===== src/rtl/xc_pkg.sv =====
package xc_pkg;

  // Inclusive window test; operands are zero-extended to 32 bits by the caller.
  function automatic logic addr_in_window(input logic [31:0] addr,
                                          input logic [31:0] lo,
                                          input logic [31:0] hi);
    return (addr >= lo) && (addr <= hi);
  endfunction

  // A state closes when it differs, when the count is spent, or on a flush.
  function automatic logic state_closes(input logic differs,
                                        input logic cnt_spent,
                                        input logic flush_req);
    return differs || cnt_spent || flush_req;
  endfunction

endpackage


===== src/rtl/xc_window_qual.sv =====
module xc_window_qual #(
  parameter int ADDR_W  = 16,
  parameter int NUM_WIN = 2
) (
  input  logic [ADDR_W-1:0]         addr,
  input  logic [NUM_WIN-1:0]        win_en,
  input  logic [NUM_WIN*ADDR_W-1:0] win_lo,
  input  logic [NUM_WIN*ADDR_W-1:0] win_hi,
  output logic                      hit
);
  import xc_pkg::*;

  logic [NUM_WIN-1:0] win_hit;

  generate
    for (genvar gi = 0; gi < NUM_WIN; gi++) begin : g_win
      assign win_hit[gi] = win_en[gi] &&
                           addr_in_window(32'(addr),
                                          32'(win_lo[gi*ADDR_W +: ADDR_W]),
                                          32'(win_hi[gi*ADDR_W +: ADDR_W]));
    end
  endgenerate

  assign hit = |win_hit;

endmodule


===== src/rtl/xc_state_track.sv =====
module xc_state_track #(
  parameter int STATE_W = 32,
  parameter int CNT_W   = 32
) (
  input  logic               clk,
  input  logic               rst_n,
  input  logic               take,
  input  logic               flush,
  input  logic [STATE_W-1:0] state_in,
  output logic               have_state,
  output logic [STATE_W-1:0] cur_state,
  output logic [CNT_W-1:0]   cur_cnt,
  output logic               emit_due
);
  import xc_pkg::*;

  localparam logic [CNT_W-1:0] CNT_MAX = '1;
  localparam logic [CNT_W-1:0] CNT_ONE = {{(CNT_W-1){1'b0}}, 1'b1};

  logic differs;
  logic cnt_spent;
  logic flush_hit;
  logic change_hit;
  logic sat_hit;
  logic restart;

  assign differs    = (state_in != cur_state);
  assign cnt_spent  = (cur_cnt == CNT_MAX);
  assign flush_hit  = flush && have_state;
  assign change_hit = take && have_state && differs;
  assign sat_hit    = take && have_state && !differs && cnt_spent;
  assign emit_due   = flush_hit || change_hit || sat_hit;
  assign restart    = !have_state || state_closes(differs, cnt_spent, flush);

  always_ff @(posedge clk or negedge rst_n) begin
    if (!rst_n) begin
      have_state <= 1'b0;
      cur_state  <= '0;
      cur_cnt    <= '0;
    end else if (take) begin
      have_state <= 1'b1;
      cur_state  <= state_in;
      cur_cnt    <= restart ? CNT_ONE : cur_cnt + CNT_ONE;
    end else if (flush) begin
      have_state <= 1'b0;
    end
  end

endmodule


===== src/rtl/xition_capture.sv =====
module xition_capture #(
  parameter int STATE_W = 32,
  parameter int CNT_W   = 32,
  parameter int ADDR_LO = 0,
  parameter int ADDR_W  = 16,
  parameter int NUM_WIN = 2
) (
  input  logic                      clk,
  input  logic                      rst_n,
  input  logic                      smp_en,
  input  logic [STATE_W-1:0]        state_in,
  input  logic [NUM_WIN-1:0]        win_en,
  input  logic [NUM_WIN*ADDR_W-1:0] win_lo,
  input  logic [NUM_WIN*ADDR_W-1:0] win_hi,
  input  logic                      flush,
  input  logic                      ovf_clr,
  input  logic                      rec_full,
  output logic                      rec_wr,
  output logic [STATE_W+CNT_W-1:0]  rec_data,
  output logic                      ovf
);

  localparam int REC_W = STATE_W + CNT_W;

  // Named internal events, observed by the bound checker.
  logic               qual_hit;
  logic               take;
  logic               emit_due;
  logic               drop_evt;
  logic               have_state;
  logic [STATE_W-1:0] cur_state;
  logic [CNT_W-1:0]   cur_cnt;

  xc_window_qual #(.ADDR_W(ADDR_W), .NUM_WIN(NUM_WIN)) qual_i (
    .addr   (state_in[ADDR_LO +: ADDR_W]),
    .win_en (win_en),
    .win_lo (win_lo),
    .win_hi (win_hi),
    .hit    (qual_hit)
  );

  assign take = smp_en && qual_hit;

  xc_state_track #(.STATE_W(STATE_W), .CNT_W(CNT_W)) track_i (
    .clk        (clk),
    .rst_n      (rst_n),
    .take       (take),
    .flush      (flush),
    .state_in   (state_in),
    .have_state (have_state),
    .cur_state  (cur_state),
    .cur_cnt    (cur_cnt),
    .emit_due   (emit_due)
  );

  // Every closing event writes the working record as it stood before the edge.
  assign rec_data = REC_W'({cur_state, cur_cnt});
  assign rec_wr   = emit_due && !rec_full;
  assign drop_evt = emit_due && rec_full;

  always_ff @(posedge clk or negedge rst_n) begin
    if (!rst_n)        ovf <= 1'b0;
    else if (drop_evt) ovf <= 1'b1;
    else if (ovf_clr)  ovf <= 1'b0;
  end

endmodule


===== config.mk =====
export PLATFORM = sky130hd
export DESIGN_NAME = xition_capture
export DESIGN_NICKNAME = d
export VERILOG_FILES = /design/src/rtl/xc_pkg.sv /design/src/rtl/xc_window_qual.sv /design/src/rtl/xc_state_track.sv /design/src/rtl/xition_capture.sv
export SDC_FILE = /design/constraint.sdc
export NUM_CORES = 1
export LEC_CHECK = 0
export ABC_AREA = 1
export CORE_MARGIN = 3
export CORE_UTILIZATION = 49
export CTS_BUF_LIST = sky130_fd_sc_hd__clkbuf_8
export CTS_CLUSTER_DIAMETER = 100
export CTS_CLUSTER_SIZE = 28
export DETAILED_ROUTE_END_ITERATION = 10
export GPL_TIMING_DRIVEN = 0
export PLACE_DENSITY = 0.84
export SLEW_MARGIN = 20
export SYNTH_ARGS = -nofsm -noshare
export SYNTH_HDL_FRONTEND = slang
export SYNTH_HIERARCHICAL = 1
export SYNTH_SLANG_ARGS = --single-unit

===== constraint.sdc =====
create_clock -name clk -period 3.5 [get_ports clk]
set_input_delay 0.7 -clock clk [delete_from_list [all_inputs] [get_ports clk]]
set_output_delay 0.7 -clock clk [all_outputs]
set_load 0.02 [all_outputs]

==> results of run 1 <==
-- worst reg2reg max path, stage by stage, from the launching register on --
cell and delay [ns]:
dfrtp_1 0.46, ha_1 0.20, nand2_1 0.11, nor2_1 0.19, nand3_1 0.09, nor2_1 0.20
nand2_1 0.11, nand4_2 0.16, buf_4 0.21, a21oi_1 0.09
-- what timing repair did --
action / in CTS / in global routing
cloned: 0 / 0
setup endpoints to repair: 1 / 1
pin swaps: 122 / 24
setup buffers: 1 / 2
resized for setup: 235 / 36
-- power breakdown --
group          internal [uW]  switching [uW]  leakage (uW)
Combinational            574             664       0.00280
Sequential               897             134      0.000867
Clock                    249             301     0.0000914
Total                   1720            1100       0.00376
-- state kept, by name, indices dropped and copies added, names as in the netlist --
| signal | flops |
|---|---|
| track_i/cur_cnt | 32 |
| track_i/cur_state | 32 |
| ovf | 1 |
| track_i/have_state | 1 |
-- final cells by class --
cell class              instances  area (um2)  area share (%)
clock buffers                   9         124            1.57
flip-flops and latches         66        1650            20.9
well taps                     136         170            2.15
plain buffers                  13        60.1           0.759
multi-input cells             547        3780            47.8
repair buffers                173        1600            20.3
clock inverters                 7        38.8           0.490
diodes                          1        2.50          0.0316
inverters                     127         479            6.06
-- worst paths after layout --
check	from	end	slack, ns	cells past startpoint
min in group clk	ovf	ovf	0.49	2
max reg2reg	track_i/cur_cnt[0]	track_i/cur_cnt[2]	1.55	9
min reg2reg	ovf	ovf	0.49	2
max	win_lo[8]	rec_wr	0.09	18
max in group asynchronous	rst_n	track_i/cur_state[12]	2.79	2
min	rst_n	track_i/cur_state[27]	0.19	1
-- per-stage QoR --
step                hold slack (ns)  util (%)  instance area (um2)
detailed placement            0.464      69.1                 7260
floorplan                     0.404         -                 5370
finish                        0.187      75.3                 7910
CTS                           0.177      75.0                 7890
global route                  0.192      75.3                 7910
global placement              0.455      68.8                 7230
-- kinds of logic after synthesis --
family,after synthesis,share of synthesized area [%]
AO/OA/AOI/OAI,84,8.46
XOR/XNOR,46,7.50
adder cells (fa/ha/maj),65,15.1
buffers and inverters,141,10.2
flip-flops,66,30.8
AND/OR/NAND/NOR,352,28.0
-- routing by layer --
layer	part of all wire, %	GRT usage [%]	vias up
met4	2.1	8.05	0
met1	43	32.9	2541
met2	49	46.0	174
met5	0	0	-
met3	5.8	4.59	29
li1	-	-	2731
-- placed cells by master, fill, tap and decap left out, types with 2 or more instances in the layout --
master             n
a21oi_1           43
a21oi_2           12
buf_2             15
buf_4              7
clkbuf_1          10
clkbuf_8           9
clkdlybuf4s15_1    2
clkdlybuf4s50_1   90
clkinv_2           3
dfrtp_1           66
dlygate4sd2_1     56
dlymetal6s2s_1     3
ha_1              25
ha_2               3
ha_4              37
inv_1             82
inv_2             46
nand2_1          232
nand2_2           16
nand2_4            3
nand3_1           14
nand3_2            2
nand4_1           12
nor2_1            40
nor2_2             9
nor2_4             9
nor3_1             6
o21a_1             2
o21ai_0           17
o21ai_1            2
o21bai_1           4
or2_2              2
xnor2_1           27
xor2_1            19
==> qor.yml, run 1 <==
postSynthCellCount: 754
synth_cell_types: 33
crit_required_ns: 2.80
yosysTopAreaCellShare_pct: 30.8
cts_tree: "built"
io_pins: 170
drive_gt1_share_pct: 19.6
status: "finished clean"
setup-tns-final_ns: 0
grt_pass1_wl_um: 26400
grt-ovfl-total: 0
worstPathMaxFanout: 2
via_count: 5475
place_congestion: 0.936
placed_cells: 1060
drv_cap: 0
grt_antenna_before_repair: 0
critical_path_arrival_ns: 2.71
vdd_drop_max_uv: 358
p_leak_uw: 0.00376
routed_wl_um: 16200
total_power_uw: 2820
crit_family: "simple AND/OR/NAND/NOR gates"
firstDrtPassIters: 7
avgSynthCellArea_um2: 7.12
grt_pass1_vias: 5442
crit_type: "in -> out"
final_nets: 1106
hold_buffers: 0
place_ws_ns: -0.936
yosysTopAreaCell: "dfrtp_1"
path_buf_inv: 6
numClockSinks: 66
setup-violations-final: 0
yosys_warnings: 6
synth_edf_count: 0
clock_path_buffers: 2
syn_to_final_growth_pct: 47.3
cts_buffers: 9
tightest_slew_ns: 0.594
synth_area_leaders: "dfrtp_1 (31%), nand2_1 (17%), ha_1 (15%)"
track_usage_pct: 26.3
synthFlopType: "dfrtp_1"
root_buffer: "clkbuf_8"
grt_max_degree: 55
drt_iter0_drc: 297
cpMaxStageDelayCell: "clkdlybuf4s50_1"
die_w_um: 111
rsz0062_at_grt: "no"
startpoint_type: "primary input"
synth-seq-cells: 66
fmax_mhz: 293
portBuffers: 169
post-route-drc-count: 0
hp-class: "in -> async"
start_util_pct: 51.1
worstSkewPairLatency_ns: 0.35
finalWorstSetupSlack_ns: 0.0914
maxSlewViolCount: 0
htreeDepth: 3
final_cells: 1079
die_h_um: 111
post-dp-hpwl_um: 11600
die_area_um2: 12300
fp-row-count: 37
critPathCaptureType: "primary output"
hold_viol_final: 0
fin_skew_ns: 0.0123
wl_per_cell_um: 15.0
min_period_ns: 3.41
path_cells: "clkdlybuf4s50_1 -> inv_1 -> ha_1 -> nand3_1 -> nor2_2 -> nand2_2 -> a21oi_2 -> nand2_1 -> nand2_1 -> nand2_2 -> inv_2 -> nand2_2 -> inv_2 -> nand4_1 -> nand3_2 -> inv_2 -> nor2_2 -> buf_6"
coreArea_um2: 10500
yosysMostFrequentCell: "nand2_1"
synth.yosys.seq_area_share_pct: 30.8
path_clk_slew_ns: 0.07
synthArstFlopShare_pct: 100
netlist_area_um2: 5370
slowest_delay_ns: 0.46
maxSlewHeadroom_pct: 60.4
ys_top_cells_by_count: "nand2_1 (245), inv_1 (121), dfrtp_1 (66)"
fill_cells: 766
period_share_pct: 97.4
synth_nets: 923
via_per_inst: 5.07
p_per_area_nw_per_um2: 356
ant_nets: 0
Note: power is estimated with default switching activity, not from simulation.
==> run 2, diff against run 1 <==
- CELL_PAD_IN_SITES_DETAIL_PLACEMENT: not set -> 1
- CELL_PAD_IN_SITES_GLOBAL_PLACEMENT: not set -> 2
- CORE_MARGIN: 3 -> not set
- CORE_UTILIZATION: 49 -> 26
- PLACE_DENSITY: 0.84 -> not set
- PLACE_DENSITY_LB_ADDON: not set -> 0.1
- clock period: 3.5 -> 3.9 ns (I/O delays scaled with it)
==> qor.yml, run 2 (same netlist as run 1, synthesis figures left out) <==
hold_buffers: 0  # unchanged
routed_wl_um: 19300  # was 16200 um
maxSlewHeadroom_pct: 60.3  # was 60.4%
post-dp-hpwl_um: 15500  # was 11600 um
grt-ovfl-total: 0  # unchanged
setup-tns-final_ns: 0  # unchanged
ant_nets: 0  # unchanged
io_pins: 170  # unchanged
grt_max_degree: 47  # was 55
worstReg2RegEnd: "track_i/cur_cnt[15]"  # was track_i/cur_cnt[2]
slowest_delay_ns: 0.45  # was 0.46 ns
final_common_cell: "nand2_1"  # unchanged
maxSlewViolCount: 0  # unchanged
path_clk_slew_ns: 0.08  # was 0.07 ns
clock_path_buffers: 2  # unchanged
worstSkewPairLatency_ns: 0.36  # was 0.35 ns
numClockSinks: 66  # unchanged
via_count: 5462  # was 5475
reg_top3: "track_i/cur_cnt: 32 flops, track_i/cur_state: 32 flops"  # unchanged
antennaDiodeCount: 0  # was 1
critPathCaptureType: "primary output"  # unchanged
grt_antenna_before_repair: 0  # unchanged
fill_cells: 2486  # was 766
final_nets: 1106  # unchanged
period_share_pct: 95.2
tightest_slew_ns: 0.596  # was 0.594 ns
setup-violations-final: 0  # unchanged
timing.rr.start: "track_i/cur_cnt[0]"  # unchanged
hold_viol_final: 0  # unchanged
drv_cap: 0  # unchanged
root_buffer: "clkbuf_8"  # unchanged
critical_path_arrival_ns: 2.93  # was 2.71 ns
crit_family: "buffers and inverters"  # was simple AND/OR/NAND/NOR gates
fmax_mhz: 269
grt_pass1_vias: 5935  # was 5442
status: "finished clean"  # unchanged
track_usage_pct: 18.5  # was 26.3%
hp-class: "in -> async"  # unchanged
worstPathMaxFanout: 2  # unchanged
r2r_cells: 9  # unchanged
p_leak_uw: 0.00385  # was 0.00376 uW
portBuffers: 169  # unchanged
coreArea_um2: 20200  # was 10500 um2
die_w_um: 146  # was 111 um
die_h_um: 146  # was 111 um
grt_pass1_wl_um: 30800  # was 26400 um
holdWs_ns: 0.308  # was 0.187 ns
wl_per_cell_um: 16.0  # was 15.0 um
min_period_ns: 3.71
crit_type: "in -> out"  # unchanged
post-route-drc-count: 0  # unchanged
r2r_setup_slack_ns: 1.87  # was 1.55 ns
fp-row-count: 52  # was 37
path_cells: "clkdlybuf4s50_1 -> inv_1 -> ha_4 -> a21oi_2 -> o21a_1 -> nand2_1 -> nand2_1 -> nand2_1 -> nand2_1 -> nand2_1 -> nand2_1 -> nand2_1 -> inv_2 -> nand2_2 -> inv_2 -> nand4_1 -> nand3_2 -> inv_2 -> nor2_4 -> buf_6"  # was clkdlybuf4s50_1 -> inv_1 -> ha_1 -> nand3_1 -> nor2_2 -> nand2_2 -> a21oi_2 -> nand2_1 -> nand2_1 -> nand2_2 -> inv_2 -> nand2_2 -> inv_2 -> nand4_1 -> nand3_2 -> inv_2 -> nor2_2 -> buf_6
fin_skew_ns: 0.00989  # was 0.0123 ns
cts_buffers: 9  # unchanged
die_area_um2: 21200  # was 12300 um2
htreeDepth: 3  # unchanged
syn_to_final_growth_pct: 50.7  # was 47.3%
start_util_pct: 26.5  # was 51.1%
place_congestion: 0.834  # was 0.936
drt_iter0_drc: 121  # was 297
cts_tree: "built"  # unchanged
p_per_area_nw_per_um2: 326  # was 356 nW/um2
final_cell_mix: "nand2_1 (237), clkdlybuf4s50_1 (120), inv_1 (94), dfrtp_1 (66), a21oi_1 (44)"  # was nand2_1 (232), clkdlybuf4s50_1 (90), inv_1 (82), dfrtp_1 (66), dlygate4sd2_1 (56)
vdd_drop_max_uv: 184  # was 358 uV
drive_gt1_share_pct: 16.2  # was 19.6%
path_buf_inv: 6  # unchanged
firstDrtPassIters: 4  # was 7
via_per_inst: 4.51  # was 5.07
cpMaxStageDelayCell: "clkdlybuf4s50_1"  # unchanged
crit_required_ns: 3.12  # was 2.80 ns
path_common_cell: "nand2_1"
startpoint_type: "primary input"  # unchanged
==> run 2: stage by stage <==
step	cell area, um2	worst slack (ns)	utilization [%]	instances	total power [uW]
after floorplan	5370	0.623	-	754	1450
after global placement	7400	-1.06	36.6	1193	1970
after detailed placement	7420	-1.14	36.7	1194	2020
after CTS	7780	0.00119	38.5	1210	2650
after global routing	8090	-0.00448	40.0	1210	2840
final	8090	0.187	40.0	1210	2640
==> run 2: what timing repair did <==
action / in CTS / in global routing
resized for setup: 87 / 89
endpoints found under the setup margin: 1 / 1
pin swaps: 41 / 52
buffers inserted: 2 / 1
==> run 2: final cells by class <==
cell class              instances  area (um2)  share of cell area, %
plain buffers                  13        60.1                  0.742
clock buffers                  11         151                   1.87
clock inverters                 3        40.0                  0.495
inverters                     127         479                   5.92
multi-input cells             547        3650                   45.1
flip-flops and latches         66        1650                   20.4
well taps                     270         338                   4.18
repair buffers                173        1720                   21.2
==> run 2: worst register-to-register path: cells and delay by family, from the launching register on <==
family                     cells  cell delay [ns]
and+or+nand+nor                6             0.88
DFF                            1             0.47
buffers and inverters          1             0.22
adders and majority gates      1             0.21
AOI/OAI and AO/OA              1             0.09
==> run 2: how the worst max path moves through the flow <==
| stage | start | end | cells past startpoint |
|---|---|---|---|
| after global placement | state_in[5] | rec_wr | 22 |
| final | win_hi[5] | rec_wr | 20 |
| after detailed placement | state_in[5] | rec_wr | 22 |
| after CTS | win_hi[27] | rec_wr | 19 |
| after global routing | win_lo[12] | rec_wr | 18 |
| after floorplan | win_lo[7] | rec_wr | 21 |
==> run 2: power by group <==
part	internal [uW]	switching [uW]
clock	321	275
sequential	805	123
combinational	517	599
total	1640	997
==> run 2: per-layer routing <==
| layer | vias to the layer above | part of all wire [%] | track usage [%] |
|---|---|---|---|
| met5 | - | 0 | 0 |
| met4 | 0 | 0.58 | 3.16 |
| met3 | 10 | 5.4 | 4.67 |
| met2 | 109 | 48 | 32.2 |
| met1 | 2621 | 46 | 23.3 |
| li1 | 2722 | - | - |
==> run 3, diff against run 2 <==
--- a/constraint.sdc
+++ b/constraint.sdc
@@ -3,2 +3,2 @@
 set_output_delay 0.78 -clock clk [all_outputs]
-set_load 0.02 [all_outputs]
+set_load 0.005 [all_outputs]
==> qor.yml, run 3 (same netlist as run 1, synthesis figures left out) <==
status: "finished clean"  # unchanged
drt_iter0_drc: 103  # was 121
cts_tree: "built"  # unchanged
final_common_cell: "nand2_1"  # unchanged
crit_family: "buffers and inverters"  # unchanged
startpoint_type: "primary input"  # unchanged
post-route-util_pct: 40.0  # about the same
fp-row-count: 52  # unchanged
via_count: 5454  # was 5462
power_frac_clock_pct: 23.9  # was 22.6%
crit_start: "win_hi[7]"  # was win_hi[5]
fill_cells: 2482  # was 2486
p_per_area_nw_per_um2: 309  # was 326 nW/um2
root_buffer: "clkbuf_8"  # unchanged
hp-class: "in -> async"  # unchanged
final_cells: 1210  # unchanged
slowest_delay_ns: 0.46  # was 0.45 ns
via_per_inst: 4.51  # about the same
setup-tns-final_ns: 0  # unchanged
vdd_drop_max_uv: 148  # was 184 uV
ant_nets: 0  # unchanged
syn_to_final_growth_pct: 50.7  # about the same
grt_pass1_wl_um: 30700  # was 30800 um
hold_viol_final: 0  # unchanged
comb_power_share_pct: 39.0  # was 42.3%
die_h_um: 146  # unchanged
maxSlewHeadroom_pct: 59.6  # was 60.3%
critPathCaptureType: "primary output"  # unchanged
path_common_cell: "nand2_1"  # unchanged
path_clk_slew_ns: 0.08  # about the same
p_sw_share_pct: 34.3  # was 37.8%
portBuffers: 169  # unchanged
cpMaxStageDelayCell: "clkdlybuf4s50_1"  # unchanged
antennaDiodeCount: 0  # unchanged
wl_per_cell_um: 15.9  # was 16.0 um
post-dp-hpwl_um: 15500  # unchanged
path_cells: "clkdlybuf4s50_1 -> inv_1 -> ha_4 -> a21oi_4 -> o21a_1 -> nand2_1 -> nand2_1 -> nand2_1 -> nand2_1 -> nand2_1 -> nand2_1 -> nand2_1 -> inv_2 -> nand2_2 -> inv_2 -> nand4_1 -> nand3_2 -> inv_2 -> nor2_4 -> buf_2"  # was clkdlybuf4s50_1 -> inv_1 -> ha_4 -> a21oi_2 -> o21a_1 -> nand2_1 -> nand2_1 -> nand2_1 -> nand2_1 -> nand2_1 -> nand2_1 -> nand2_1 -> inv_2 -> nand2_2 -> inv_2 -> nand4_1 -> nand3_2 -> inv_2 -> nor2_4 -> buf_6
crit_type: "in -> out"  # unchanged
grt_pass1_vias: 5917  # was 5935
reg_top3: "track_i/cur_cnt: 32 flops, track_i/cur_state: 32 flops"  # unchanged
drv_cap: 0  # unchanged
post-route-drc-count: 0  # unchanged
fmax_mhz: 269  # about the same
numClockSinks: 66  # unchanged
coreArea_um2: 20200  # unchanged
hold_buffers: 0  # unchanged
clock_path_buffers: 2  # unchanged
grt_max_degree: 47  # unchanged
seqPwrFrac_pct: 37.1  # was 35.1%
fin_skew_ns: 0.00986  # was 0.00989 ns
final_cell_mix: "nand2_1 (235), clkdlybuf4s50_1 (122), inv_1 (96), dfrtp_1 (66), a21oi_1 (44)"  # was nand2_1 (237), clkdlybuf4s50_1 (120), inv_1 (94), dfrtp_1 (66), a21oi_1 (44)
cts_buffers: 9  # unchanged
die_area_um2: 21200  # unchanged
drive_gt1_share_pct: 16.1  # was 16.2%
worstSkewPairLatency_ns: 0.36  # about the same
grt_antenna_before_repair: 0  # unchanged
period_share_pct: 95.2  # about the same
io_pins: 170  # unchanged
placed_cells: 1194  # unchanged
maxSlewViolCount: 0  # unchanged
timing.rr.start: "track_i/cur_cnt[0]"  # unchanged
setup-violations-final: 0  # unchanged
start_util_pct: 26.5  # unchanged
grt-ovfl-total: 0  # unchanged
min_period_ns: 3.71  # about the same
critical_path_arrival_ns: 2.93  # about the same
track_usage_pct: 18.5  # about the same
htreeDepth: 3  # unchanged
switchingPower_uw: 858  # was 997 uW
die_w_um: 146  # unchanged
total_power_uw: 2500  # was 2640 uW
worstPathMaxFanout: 2  # unchanged
internal_power_uw: 1640  # about the same
path_buf_inv: 6  # unchanged
p_leak_uw: 0.00386  # was 0.00385 uW
final_nets: 1106  # unchanged
tightest_slew_ns: 0.606  # was 0.596 ns
routed_wl_um: 19300  # about the same
rsz0062_at_grt: "no"
place_congestion: 0.834  # unchanged
crit_required_ns: 3.12  # about the same
holdWs_ns: 0.308  # about the same
firstDrtPassIters: 4  # unchanged
-- run 3: changes by cell type in the layout (fill, tap and decap cells not counted), moves of 2 or more --
cell	delta
dlygate4sd2_1	-2
clkdlybuf4s50_1	+2
inv_2	-2
nand2_1	-2
nand2_2	+2
inv_1	+2
-- run 3: metrics by stage --
stage,area [um2],setup slack [ns]
after floorplan,5370,0.806
after global placement,7400,-0.955
after detailed placement,7420,-1.04
after CTS,7740,0.00152
after global routing,8090,0.000351
final,8090,0.189
-- run 3: power groups by stage --
stage | combinational [uW] | sequential [uW] | clock, uW
6_report | 975 | 928 | 597
4_1_cts | 951 | 931 | 622
3_3_place_gp | 899 | 933 | 0
2_1_floorplan | 385 | 928 | 0
5_1_grt | 1100 | 949 | 645
3_5_place_dp | 934 | 941 | 0
-- run 3: area by class of cell --
class / count / area, um2 / area share (%)
multi-input cells: 547 / 3660 / 45.2
repair buffers: 173 / 1720 / 21.2
flip-flops and latches: 66 / 1650 / 20.4
inverters: 127 / 479 / 5.92
well taps: 270 / 338 / 4.17
clock buffers: 11 / 151 / 1.87
plain buffers: 13 / 60.1 / 0.742
clock inverters: 3 / 40.0 / 0.495
-- run 3: what timing repair did --
item                       in CTS  in global routing
pin swaps                      35                 48
setup buffers                   2                  1
setup endpoints to repair       1                  1
resized for setup              70                100
-- run 3: per-layer routing --
layer  GRT usage [%]  wire length (um)  vias to the layer above
met2            31.9              9260                      108
met3            4.67              1080                       13
met5               0                 0                        -
met4            3.16               140                        0
li1                -                 -                     2720
met1            23.4              8810                     2613
-- run 3: path summary, 6_finish.rpt --
path                                         end  slack, ns  depth (start not counted)
hold / removal             track_i/cur_state[27]       0.31                          1
hold reg to reg                              ovf       0.49                          2
setup reg to reg             track_i/cur_cnt[15]       1.87                          9
max in group asynchronous  track_i/cur_state[19]       3.03                          2
min in group clk                             ovf       0.49                          2
setup / recovery                          rec_wr       0.19                         20
